File: src/rtl/vec_intc.sv
module vec_intc #(
  parameter int DW = 32,
  parameter int VW = 8,
  parameter int IW = 3,
  parameter logic [VW-1:0] SHARED_VEC = 8'h30
) (
  input  logic          clk,
  input  logic          rst_n,
  input  logic [DW-1:0] irq_in,
  input  logic          bus_sel,
  input  logic          bus_wr,
  input  logic [IW-1:0] bus_widx,
  input  logic [DW-1:0] bus_wdata,
  output logic [DW-1:0] bus_rdata,
  output logic          cpu_irq,
  output logic [VW-1:0] cpu_vec,
  output logic          cpu_nmi
);
  localparam int NMI_LO   = DW - 2;
  localparam int LAST_SRC = DW - 3;
  localparam logic [DW-1:0] ONE      = {{(DW-1){1'b0}}, 1'b1};
  localparam logic [DW-1:0] SRC_MASK = ((ONE << (LAST_SRC + 1)) - ONE) & ~ONE;
  localparam logic [DW-1:0] NMI_MASK = ~((ONE << NMI_LO) - ONE);

  localparam logic [IW-1:0] IX_MASK   = IW'(0);
  localparam logic [IW-1:0] IX_RAW    = IW'(1);
  localparam logic [IW-1:0] IX_MASKED = IW'(2);
  localparam logic [IW-1:0] IX_NMI    = IW'(3);

  logic [DW-1:0] mask_q, raw_q, nmi_q;
  logic [DW-1:0] mask_d, raw_d, nmi_d, hit_d;
  logic [DW-1:0] masked;
  logic          wr_mask;

  function automatic logic [VW-1:0] encode(input logic [DW-1:0] m);
    logic [VW-1:0] v;
    int cnt;
    v = '0;
    cnt = 0;
    for (int i = 0; i < DW; i++) begin
      if (m[i]) begin
        cnt = cnt + 1;
        v = SHARED_VEC + VW'(i + 1);
      end
    end
    if (cnt > 1) v = SHARED_VEC;
    return v;
  endfunction

  assign wr_mask = bus_sel && bus_wr && (bus_widx == IX_MASK);
  assign mask_d  = wr_mask ? bus_wdata : mask_q;
  assign raw_d   = (irq_in & SRC_MASK) >> 1;
  assign nmi_d   = irq_in & NMI_MASK;
  assign hit_d   = raw_d & mask_d;
  assign masked  = raw_q & mask_q;

  always_ff @(posedge clk or negedge rst_n) begin
    if (!rst_n) begin
      mask_q  <= '0;
      raw_q   <= '0;
      nmi_q   <= '0;
      cpu_vec <= '0;
      cpu_irq <= 1'b0;
      cpu_nmi <= 1'b0;
    end else begin
      mask_q  <= mask_d;
      raw_q   <= raw_d;
      nmi_q   <= nmi_d;
      cpu_vec <= encode(hit_d);
      cpu_irq <= |hit_d;
      cpu_nmi <= |nmi_d;
    end
  end

  always_comb begin
    case (bus_widx)
      IX_MASK:   bus_rdata = mask_q;
      IX_RAW:    bus_rdata = raw_q;
      IX_MASKED: bus_rdata = masked;
      IX_NMI:    bus_rdata = nmi_q;
      default:   bus_rdata = '0;
    endcase
  end

  p_irq_vec_r8: assert property (@(posedge clk) disable iff (!rst_n)
    cpu_irq == (cpu_vec != '0));
  p_idle_r8: assert property (@(posedge clk) disable iff (!rst_n)
    (masked == '0) == (cpu_vec == '0));
  p_shared_r7: assert property (@(posedge clk) disable iff (!rst_n)
    ($countones(masked) > 1) |-> (cpu_vec == SHARED_VEC));
  p_single_r6: assert property (@(posedge clk) disable iff (!rst_n)
    ($countones(masked) == 1) |-> (cpu_vec > SHARED_VEC));
  p_nmi_or_r9: assert property (@(posedge clk) disable iff (!rst_n)
    cpu_nmi == (nmi_q != '0));
  p_ignored_r3: assert property (@(posedge clk) disable iff (!rst_n)
    ($past(rst_n) && $past(bus_sel && bus_wr && bus_widx != IX_MASK)) |-> (mask_q == $past(mask_q)));
  p_raw_follow_r4: assert property (@(posedge clk) disable iff (!rst_n)
    $past(rst_n) |-> (raw_q[LAST_SRC-1:0] == $past(irq_in[LAST_SRC:1])));
  p_top_zero_r4: assert property (@(posedge clk) disable iff (!rst_n)
    raw_q[DW-1:LAST_SRC] == '0);
endmodule

File: config.mk
export PLATFORM = sky130hd
export DESIGN_NAME = vec_intc
export DESIGN_NICKNAME = d
export VERILOG_FILES = /design/src/rtl/vec_intc.sv
export SDC_FILE = /design/constraint.sdc
export NUM_CORES = 1
export LEC_CHECK = 0
export BUFFER_PORTS_ARGS = -buffer_cell sky130_fd_sc_hd__buf_2
export CORE_MARGIN = 2
export CORE_UTILIZATION = 66
export CTS_BUF_LIST = sky130_fd_sc_hd__clkbuf_4 sky130_fd_sc_hd__clkbuf_8
export DETAILED_ROUTE_END_ITERATION = 6
export PLACE_DENSITY_LB_ADDON = 0.25
export SYNTH_ARGS = -nofsm -noshare
export SYNTH_HDL_FRONTEND = slang
export SYNTH_SLANG_ARGS = --single-unit
export TNS_END_PERCENT = 5
File: constraint.sdc
create_clock -name clk -period 43.9 [get_ports clk]
set_input_delay 6.585 -clock clk [delete_from_list [all_inputs] [get_ports clk]]
set_output_delay 6.585 -clock clk [all_outputs]
set_load 0.02 [all_outputs]
Word level (Yosys, flattened, before mapping)
Cells that the tools add are included.
{"block": "op_classes", "n_lt_le_gt_ge": 1, "bitwise": 2, "mux": 67, "add_sub_neg": 31, "n_eq_ne": 3, "n_reduce_logical": 5}
{"cell": "$mux W32", "count": 32}
{"cell": "$add A32 B2 Y32 const B", "count": 30}
{"cell": "$mux W8", "count": 30}
{"cell": "$pmux W32 S4", "count": 1}
{"cell": "$and A29 B32 Y32", "count": 2}
{"cell": "$gt A32 B2 Y1 const B", "count": 1}
{"cell": "$reduce_or A32 Y1", "count": 1}
{"cell": "$mux W6", "count": 3}
{"cell": "$eq A3 B2 Y1 const B", "count": 2}
{"cell": "$eq A3 B1 Y1 const B", "count": 1}
{"cell": "$logic_not A3 Y1", "count": 1}
{"cell": "$add A1 B1 Y2 const B", "count": 1}
{"cell": "$logic_and A1 B1 Y1", "count": 2}
{"cell": "$reduce_or A2 Y1", "count": 1}
{"cell": "$mux W1", "count": 1}
{"block": "word_totals", "inputBits": 71, "output_inout_bits": 42, "word_cells": 115, "register_bits": 73}

Longest topological paths before layout
Gate-level depths: netlist (run 1).
{"block": "logic_depth", "depth_word": 69, "mapped_depth": 102, "ltp_nobuf": 97}

Worst setup path before layout (run 1)
No wires, ideal clock.
{"block": "synth_path", "path_kind": "in2reg", "from": "input port bus_widx[0]", "to": "register cpu_vec[5]", "setup_slack_ns": 19.921, "arrival_ns": 23.850, "required_ns": 43.771, "cell_stages": 99, "path_buffers": 6, "setup_ns": 0.129, "path_cell_list": "buf_6 -> or3_1 -> buf_6 -> nor2_8 -> buf_8 -> buf_6 -> clkbuf_1 -> nand2_1 -> nand2_1 -> nand2_1 -> ha_1 -> clkbuf_1 -> xor2_1 -> nand2_1 -> o21ai_0 -> ha_1 -> nand2_1 -> a21oi_1 -> [... 63 more ...] -> mux2_2 -> ha_1 -> nand2_1 -> nand2_1 -> ha_1 -> nor2_1 -> nor2_1 -> ha_1 -> mux2_2 -> ha_1 -> mux2i_1 -> inv_1 -> ha_1 -> nor3_1 -> a31oi_1 -> a211oi_1 -> nand4_1 -> a2111o_1"}
{"block": "synth_via", "word_cells_on_any_way": 101, "classes_between": "add/sub (31); order compare (1); mux (66); bitwise (1); reduce/logical (2)"}
{"item": "from (decl)", "line_no": "12", "source": "input logic [IW-1:0] bus_widx,"}
{"item": "$logic_not A3 Y1 *", "line_no": "50", "source": "assign wr_mask = bus_sel && bus_wr && (bus_widx == IX_MASK);"}
{"item": "$logic_and A1 B1 Y1 *", "line_no": "50"}
{"item": "$mux W32 *", "line_no": "51", "source": "assign mask_d = wr_mask ? bus_wdata : mask_q;"}
{"item": "net mask_d[1]", "line_no": "31", "source": "logic [DW-1:0] mask_d, raw_d, nmi_d, hit_d;"}
{"item": "$and A29 B32 Y32 *", "line_no": "54", "source": "assign hit_d = raw_d & mask_d;"}
{"item": "$mux W32", "line_no": "41", "source": "if (m[i]) begin"}
{"item": "$add A32 B2 Y32", "line_no": "42", "source": "cnt = cnt + 1;"}
{"item": "$mux W32", "line_no": "41"}
{"item": "[... 52 more ...]"}
{"item": "$add A32 B2 Y32", "line_no": "42"}
{"item": "$mux W32", "line_no": "41"}
{"item": "$add A32 B2 Y32", "line_no": "42"}
{"item": "$mux W32", "line_no": "41"}
{"item": "$add A32 B2 Y32", "line_no": "42"}
{"item": "$mux W32", "line_no": "41"}
{"item": "$gt A32 B2 Y1", "line_no": "46", "source": "if (cnt > 1) v = SHARED_VEC;"}
{"item": "$mux W8 *", "line_no": "46"}
{"item": "to (signal assigned)", "line_no": "69", "source": "cpu_vec <= encode(hit_d);"}
{"item": "to (decl)", "line_no": "16", "source": "output logic [VW-1:0] cpu_vec,"}
Mark *: on every way through the listed nets, which the timed path passes. The rest lies on a longest branch.

Final worst setup path (run 1)
{"block": "layout_path", "from": "input port bus_widx[2]", "to": "register cpu_vec[2]"}
Same word-level chain as after synthesis.

==> impl_metrics.py, run 1 <==
metrics = {
    "clock_tree": {
        "clock_sinks": 71,
        "cts_tree": "done",
        "htree_num_levels": 3,
        "cts_resized": 0,
        "cts_buffer_depth": 2,
        "post_cts_buffers": 0,
        "cts_hold_buf": 0,
        "cts-root-buf": "clkbuf_8",
        "clock_insertion_delay_worst_skew_ns": 0.37,
        "clk_pin_slew_ns": 0.08,
        "cts_buffers": 9,
    },
    "yosys": {
        "synth_area_mm2": 0.009100,
        "synth_cells": 1126,
        "synth_enable_flop_cells": 0,
        "yosysWarnings": 0,
        "synthArstFlopShare": 1.000,
        "synth_seq_area_share": 0.1952,
        "synth_nets": 1227,
        "synth_seq_cells": 71,
        "avgSynthCellArea_um2": 8.082,
        "synth_cell_type_count": 121,
        "synthFlopType": "dfrtp_1",
    },
    "cells_and_area": {
        "drive_gt1_frac": 0.2005,
        "multiInputGateArea_mm2": 0.006923,
        "fin_nets": 1303,
        "antenna_cells": 0,
        "nFillCells": 1063,
        "final_cells": 1383,
        "syn2layout_area_growth_pct": 7.879,
        "layout.area.seq_mm2": 0.001777,
    },
    "flow_run": {
        "cap_viol_max_count": 0,
    },
    "sta": {
        "whs_ns": 0.4829,
        "worst_pin_slew_ns": 0.9140,
        "min_period_ns": 26.75,
        "setup_slack_ns": 17.15,
        "final_max_slew_viol_count": 0,
        "fin_skew_ns": 0.009140,
        "finalCritPeriodShare": 0.6093,
        "hold_viol": 0,
        "max_freq_mhz": 37.39,
        "rsz0062_at_grt": "false",
        "setup_tns_ns": 0,
        "finalSetupViolCount": 0,
        "relSlewSlack": 0.3850,
    },
    "setup_path": {
        "reg2reg_to": "cpu_vec[2]",
        "end_kind": "flip-flop",
        "worst_ep_arrival_time_ns": 26.98,
        "slowest_delay_ns": 0.75,
        "worst-path-max-fanout": 46,
        "worstReg2RegStart": "mask_q[1]",
        "reg2reg_depth": 95,
        "r2r_setup_slack_ns": 24.95,
        "start_kind": "primary input",
        "cp_common_cell": "ha_1",
        "crit_type": "primary input to flip-flop",
        "worstSetupEndpoint": "cpu_vec[2]",
        "crit_required_ns": 44.13,
        "cp_slowest_cell": "or3_1",
        "cp-startpoint": "bus_widx[2]",
    },
    "placement": {
        "place_inst": 1367,
        "post-place-ws_ns": 17.26,
        "gp_congestion": 0.9251,
        "dp_hpwl_um": 19030,
        "port_buffers": 110,
    },
    "run_status": {
        "status": "finished, final reports clean",
    },
    "global_route": {
        "grt_pass1_wl_um": 40040,
        "grt_antenna_before_repair": 0,
        "grt_overflow": 0,
        "grt_max_degree": 72,
        "track_usage": 0.3404,
        "grt_pass1_vias": 8261,
    },
    "pwr": {
        "ir_worst_vdd_uv": 52.37,
        "pwr-share-seq": 0.122,
        "p_clk_frac": 0.083,
        "swShare": 0.5155,
        "p_int_w": 0.0003281,
        "p_sw_w": 0.0003492,
        "combPwrFrac": 0.795,
        "p_per_area_mw_per_mm2": 68.99,
        "leakage_nw": 4.332,
    },
    "hold_path": {
        "worstHoldPathType": "flip-flop to flip-flop",
    },
    "detailed_routing": {
        "drtPass1Iterations": 6,
        "postRouteAntennaNets": 0,
        "drc": 0,
        "drtIter0Drc": 756,
        "vias": 8869,
        "wl_per_cell_um": 17.98,
        "wirelength_um": 24870,
        "viasPerCell": 6.413,
    },
    "die": {
        "die_h_um": 121.4,
        "ios": 113,
        "core_mm2": 0.01335,
        "die_w_um": 121.4,
        "start_util": 0.6818,
        "die_area_mm2": 0.01474,
        "rows": 42,
    },
}
==> sequential cells by signal, indices dropped and copies added, names as in the netlist <==
name / cells
cpu_irq: 1
raw_q: 29
cpu_nmi: 1
cpu_vec: 6
nmi_q: 2
mask_q: 32
==> worst max-delay path, delay by kind of cell <==
kind	cells	cell delay, ns
AO/OA/AOI/OAI	24	5.17
XOR/XNOR	2	0.31
adder cells (fa/ha/maj)	26	7.84
buffers and inverters	7	0.87
multiplexers	6	1.33
AND/OR/NAND/NOR	33	4.81
==> placed cells by master, fill, tap and decap left out, types with 8 or more instances in the layout <==
cell	n
o211ai_1	12
nor2_1	78
xor2_1	26
ha_1	30
o21ai_0	60
nand3b_1	8
and3_1	8
clkbuf_8	9
xor2_2	8
inv_1	21
o22ai_1	8
a211oi_1	8
dfrtp_1	71
nor3_1	22
buf_2	109
xnor2_1	63
nand3_1	43
nand2b_1	19
a32oi_1	22
nor2b_1	15
buf_4	8
nand2_1	204
a31oi_1	13
and2_1	22
or2_2	10
a21oi_1	51
xnor3_1	12
o21a_1	9
nand4_1	16
mux2i_1	26
mux2_2	11
==> metrics by stage <==
stage / power, W / area [um2] / utilization
2_1_floorplan: 0.0005184 / 9100 / -
3_3_place_gp: 0.0005962 / 9614 / 0.7203
3_5_place_dp: 0.0006103 / 9614 / 0.7203
4_1_cts: 0.0006720 / 9817 / 0.7355
5_1_grt: 0.0007420 / 9817 / 0.7355
6_report: 0.0006773 / 9817 / 0.7355
==> cell type report <==
type | count | share of cell area
flip-flops and latches | 71 | 0.1810
clock buffers | 9 | 0.01262
well taps | 176 | 0.02243
inverters | 23 | 0.009049
multi-input cells | 980 | 0.7052
clock inverters | 7 | 0.008030
repair buffers | 117 | 0.06169
==> worst min path at each step <==
| stage | from | to | slack, ns | depth (start not counted) |
|---|---|---|---|---|
| after floorplan | mask_q[29] | mask_q[29] | 0.44 | 2 |
| after CTS | mask_q[30] | mask_q[30] | 0.49 | 2 |
| after global placement | mask_q[31] | mask_q[31] | 0.46 | 2 |
| after global routing | mask_q[30] | mask_q[30] | 0.53 | 2 |
| final | mask_q[31] | mask_q[31] | 0.48 | 2 |
| after detailed placement | mask_q[30] | mask_q[30] | 0.47 | 2 |
==> power groups by stage <==
stage	Sequential (W)	Combinational [W]	Clock [W]
floorplan	0.0000839	0.000434	0
CTS	0.0000822	0.000533	0.0000568
global route	0.0000836	0.000599	0.0000595
detailed placement	0.0000835	0.000527	0
finish	0.0000824	0.000539	0.0000562
global placement	0.0000831	0.000513	0
==> cell usage after synthesis (all sizes together) (6+ instances only) <==
master,count,share of area
and4,6,0.0059
and2,28,0.020
a32oi,23,0.023
nand3b,8,0.0066
o22ai,8,0.0055
mux2,12,0.015
nand2,206,0.086
a2111oi,6,0.0094
a31oi,14,0.010
o21ai,67,0.038
nand2b,19,0.013
clkbuf,32,0.017
buf,20,0.018
a21boi,8,0.0070
xnor3,17,0.043
ha,30,0.041
nor2,83,0.037
or2,13,0.0089
nor2b,15,0.010
nand4,16,0.011
nand3,43,0.024
o21a,10,0.0084
inv,22,0.0094
and3,10,0.0071
o211ai,12,0.0099
xor2,37,0.048
a211oi,11,0.012
dfrtp,71,0.20
o31ai,8,0.0071
a21oi,52,0.030
xnor2,72,0.079
mux2i,27,0.030
nor3,27,0.018
or3,8,0.0060
==> cell families (layout without fill, tap and decap cells) <==
family / Yosys count / after routing / share of synthesized area
mux: 39 / 39 / 0.04496
flops: 71 / 71 / 0.1952
buf+inv: 75 / 156 / 0.04427
simple gates: 506 / 506 / 0.2758
fa+ha+maj: 30 / 30 / 0.04125
other cells: 1 / 1 / 0.0004121
compound gates: 276 / 276 / 0.2222
xor+xnor: 128 / 128 / 0.1759
==> routing by layer <==
metal  vias to the layer above  track usage  share of wire
li1                       4224            -              -
met1                      4201       0.4620           0.42
met2                       389       0.5611           0.47
met3                        55      0.05075          0.089
met4                         0       0.1070          0.024
met5                         -            0              0
Power figures use the tool's default switching activity.
==> inputs of run 2 (changes only) <==
ABC_AREA = 1   (was not set)
CORE_UTILIZATION = 55   (was 66)
clock period = 23.6 ns   (was 43.9 ns; I/O delays follow)
==> run 2 against run 1 <==
Effect of this change: die area is 6.3% higher; register-to-register slack got worse by 17 ns; worst hold slack better by 0.025 ns; area after synthesis decreased by 11%; global-route usage decreased by 8.8 points; highest routed layer unchanged; synthesized cell count up 23%.
==> impl_metrics.py, run 2 <==
metrics = {
    "cells_and_area": {
        "mostFrequentLayoutCells": "nand2_1, inv_1, nor2_1",
        "largest_register_ffs": 32,
        "top_register": "mask_q",
        "final_cells": 1678,
        "final_area_mm2": 0.009004,
        "final_common_cell": "nand2_1",
        "drive_gt1_frac": 0.1874,
        "antenna_cells": 0,
        "reg_top3": "mask_q: 32 flops, raw_q: 29 flops, cpu_vec: 6 flops",
        "fin_nets": 1590,
        "nFillCells": 1384,
        "layout.area.seq_mm2": 0.001777,
        "utilization": 0.6242,
        "syn2layout_area_growth_pct": 11.43,
        "multiInputGateArea_mm2": 0.005341,
    },
    "placement": {
        "place_inst": 1662,
        "port_buffers": 110,
        "dp_hpwl_um": 15800,
        "placedInstanceArea_mm2": 0.008798,
        "gp_congestion": 0.8453,
    },
    "yosys": {
        "synth_seq_cells": 71,
        "synth_area_mm2": 0.008080,
        "synthFlopType": "dfrtp_1",
        "synth_nets": 1483,
        "synth_top_cell_by_area": "dfrtp_1",
        "synth_top_area_frac": 0.2199,
        "synth_enable_flop_cells": 0,
        "synth.top_cells.by_count": "nand2_1, inv_1, nor2_1, nand3_1, dfrtp_1",
        "synth_area_leaders": "dfrtp_1, nand2_1, inv_1",
        "synth_cell_type_count": 38,
        "synth_seq_area_share": 0.2199,
        "avgSynthCellArea_um2": 5.847,
        "yosysMostFrequentCell": "nand2_1",
        "yosysWarnings": 0,
        "synthArstFlopShare": 1.000,
        "synth_cells": 1382,
    },
    "sta": {
        "finalSetupViolCount": 0,
        "setup_tns_ns": 0,
        "min_period_ns": 19.85,
        "max_freq_mhz": 50.38,
        "hold_viol": 0,
        "worst_pin_slew_ns": 0.8872,
        "relSlewSlack": 0.4072,
        "finalCritPeriodShare": 0.8410,
        "final_max_slew_viol_count": 0,
        "rsz0062_at_grt": "false",
        "fin_skew_ns": 0.01112,
    },
    "detailed_routing": {
        "wl_per_cell_um": 11.70,
        "drtPass1Iterations": 5,
        "viasPerCell": 5.135,
        "wirelength_um": 19640,
        "drtIter0Drc": 375,
        "drc": 0,
        "vias": 8616,
        "postRouteAntennaNets": 0,
    },
    "setup_path": {
        "worst-path-max-fanout": 33,
        "worst_ep_arrival_time_ns": 20.10,
        "end_kind": "flip-flop",
        "crit_type": "primary input to flip-flop",
        "slowest_delay_ns": 0.70,
        "cp_slowest_cell": "nor2_4",
        "cp_common_cell": "nand2_1",
        "start_kind": "primary input",
        "crit_required_ns": 23.85,
    },
    "die": {
        "die_area_mm2": 0.01568,
        "rows": 44,
        "ios": 113,
        "core_mm2": 0.01442,
        "die_w_um": 125.2,
        "die_h_um": 125.2,
        "start_util": 0.5602,
    },
    "hold_path": {
        "worstHoldPathType": "flip-flop to flip-flop",
    },
    "clock_tree": {
        "post_cts_buffers": 0,
        "cts_resized": 0,
        "clock_insertion_delay_worst_skew_ns": 0.36,
        "cts-root-buf": "clkbuf_8",
        "clk_pin_slew_ns": 0.08,
        "cts_buffer_depth": 2,
        "cts_hold_buf": 0,
        "cts_tree": "done",
        "clock_sinks": 71,
        "cts_buffers": 9,
        "htree_num_levels": 3,
    },
    "global_route": {
        "grt_pass1_vias": 7818,
        "grt_overflow": 0,
        "grt_antenna_before_repair": 0,
        "grt_pass1_wl_um": 33830,
        "track_usage": 0.2523,
        "grt_max_degree": 72,
    },
    "pwr": {
        "leakage_nw": 5.003,
        "combPwrFrac": 0.640,
        "ir_worst_vdd_uv": 32.82,
        "pwr-share-seq": 0.215,
        "p_clk_frac": 0.145,
        "p_per_area_mw_per_mm2": 76.30,
        "p_int_w": 0.0003355,
        "p_sw_w": 0.0003515,
        "swShare": 0.5116,
    },
    "flow_run": {
        "cap_viol_max_count": 0,
    },
    "run_status": {
        "status": "finished, final reports clean",
    },
}
==> run 2: cell count changes after synthesis, moves of 25 or more <==
cell and delta:
mux2i_1 -26, nor2_1 +66, o21ai_0 -29, a21oi_1 -40
xor2_1 -25, nand3_1 +100, nand3_2 +35, nand2_2 +61
xnor2_1 -63, nand2_1 +262, inv_1 +193
==> run 2: worst paths after layout <==
kind | startpoint | slack [ns] | cells past startpoint | endpoint
setup / recovery | bus_widx[0] | 3.75 | 98 | cpu_vec[5]
min in group asynchronous | rst_n | 3.28 | 1 | nmi_q[31]
hold reg to reg | mask_q[24] | 0.51 | 2 | mask_q[24]
setup reg to reg | mask_q[1] | 8.38 | 95 | cpu_vec[5]
max in group asynchronous | rst_n | 19.73 | 1 | cpu_irq
hold / removal | mask_q[24] | 0.51 | 2 | mask_q[24]
==> run 2: cells by family after synthesis <==
| logic type | after synthesis | share of synthesized area |
|---|---|---|
| and+or+nand+nor | 939 | 0.5465 |
| AOI/OAI and AO/OA | 90 | 0.06658 |
| DFF | 71 | 0.2199 |
| other | 1 | 0.0004641 |
| buffers and inverters | 250 | 0.1191 |
| adders and majority gates | 30 | 0.04645 |
| xor gates and xnor gates | 1 | 0.001084 |
==> run 2: power by group through the flow <==
stage | Combinational (W) | Clock [W] | Sequential (W)
floorplan | 0.000347 | 0 | 0.000152
global placement | 0.000420 | 0 | 0.000149
detailed placement | 0.000437 | 0 | 0.000150
CTS | 0.000440 | 0.000102 | 0.000147
global route | 0.000518 | 0.000108 | 0.000149
finish | 0.000440 | 0.0000999 | 0.000147
==> run 2: area by class of cell <==
class / count / area share
clock buffer: 10 / 0.01529
clock inverter: 6 / 0.007504
inverter: 233 / 0.09714
multi-input combinational: 1061 / 0.5932
sequential: 71 / 0.1973
tap: 184 / 0.02557
timing repair buffer: 113 / 0.06392
==> run 2: metal layers <==
layer  up-vias  share of wire  track usage
met5         -              0            0
met2       158           0.48       0.4514
met4         0          0.013      0.05163
li1       4589              -            -
met1      3849           0.47       0.3308
met3        20          0.036      0.02739
==> run 2: worst max-delay path, delay by kind of cell <==
kind / cells / cell delay, ns
fa+ha+maj: 26 / 7.97
simple gates: 60 / 6.86
compound gates: 5 / 0.84
buf+inv: 7 / 0.88
==> run 2: metrics by stage <==
stage	setup slack [ns]	power, W	hold slack (ns)
final	3.752	0.0006870	0.5081
after global routing	2.215	0.0007752	0.5263
after CTS	3.807	0.0006890	0.5087
after global placement	3.865	0.0005686	0.4843
after detailed placement	3.499	0.0005862	0.4887
after floorplan	5.356	0.0004994	0.4684
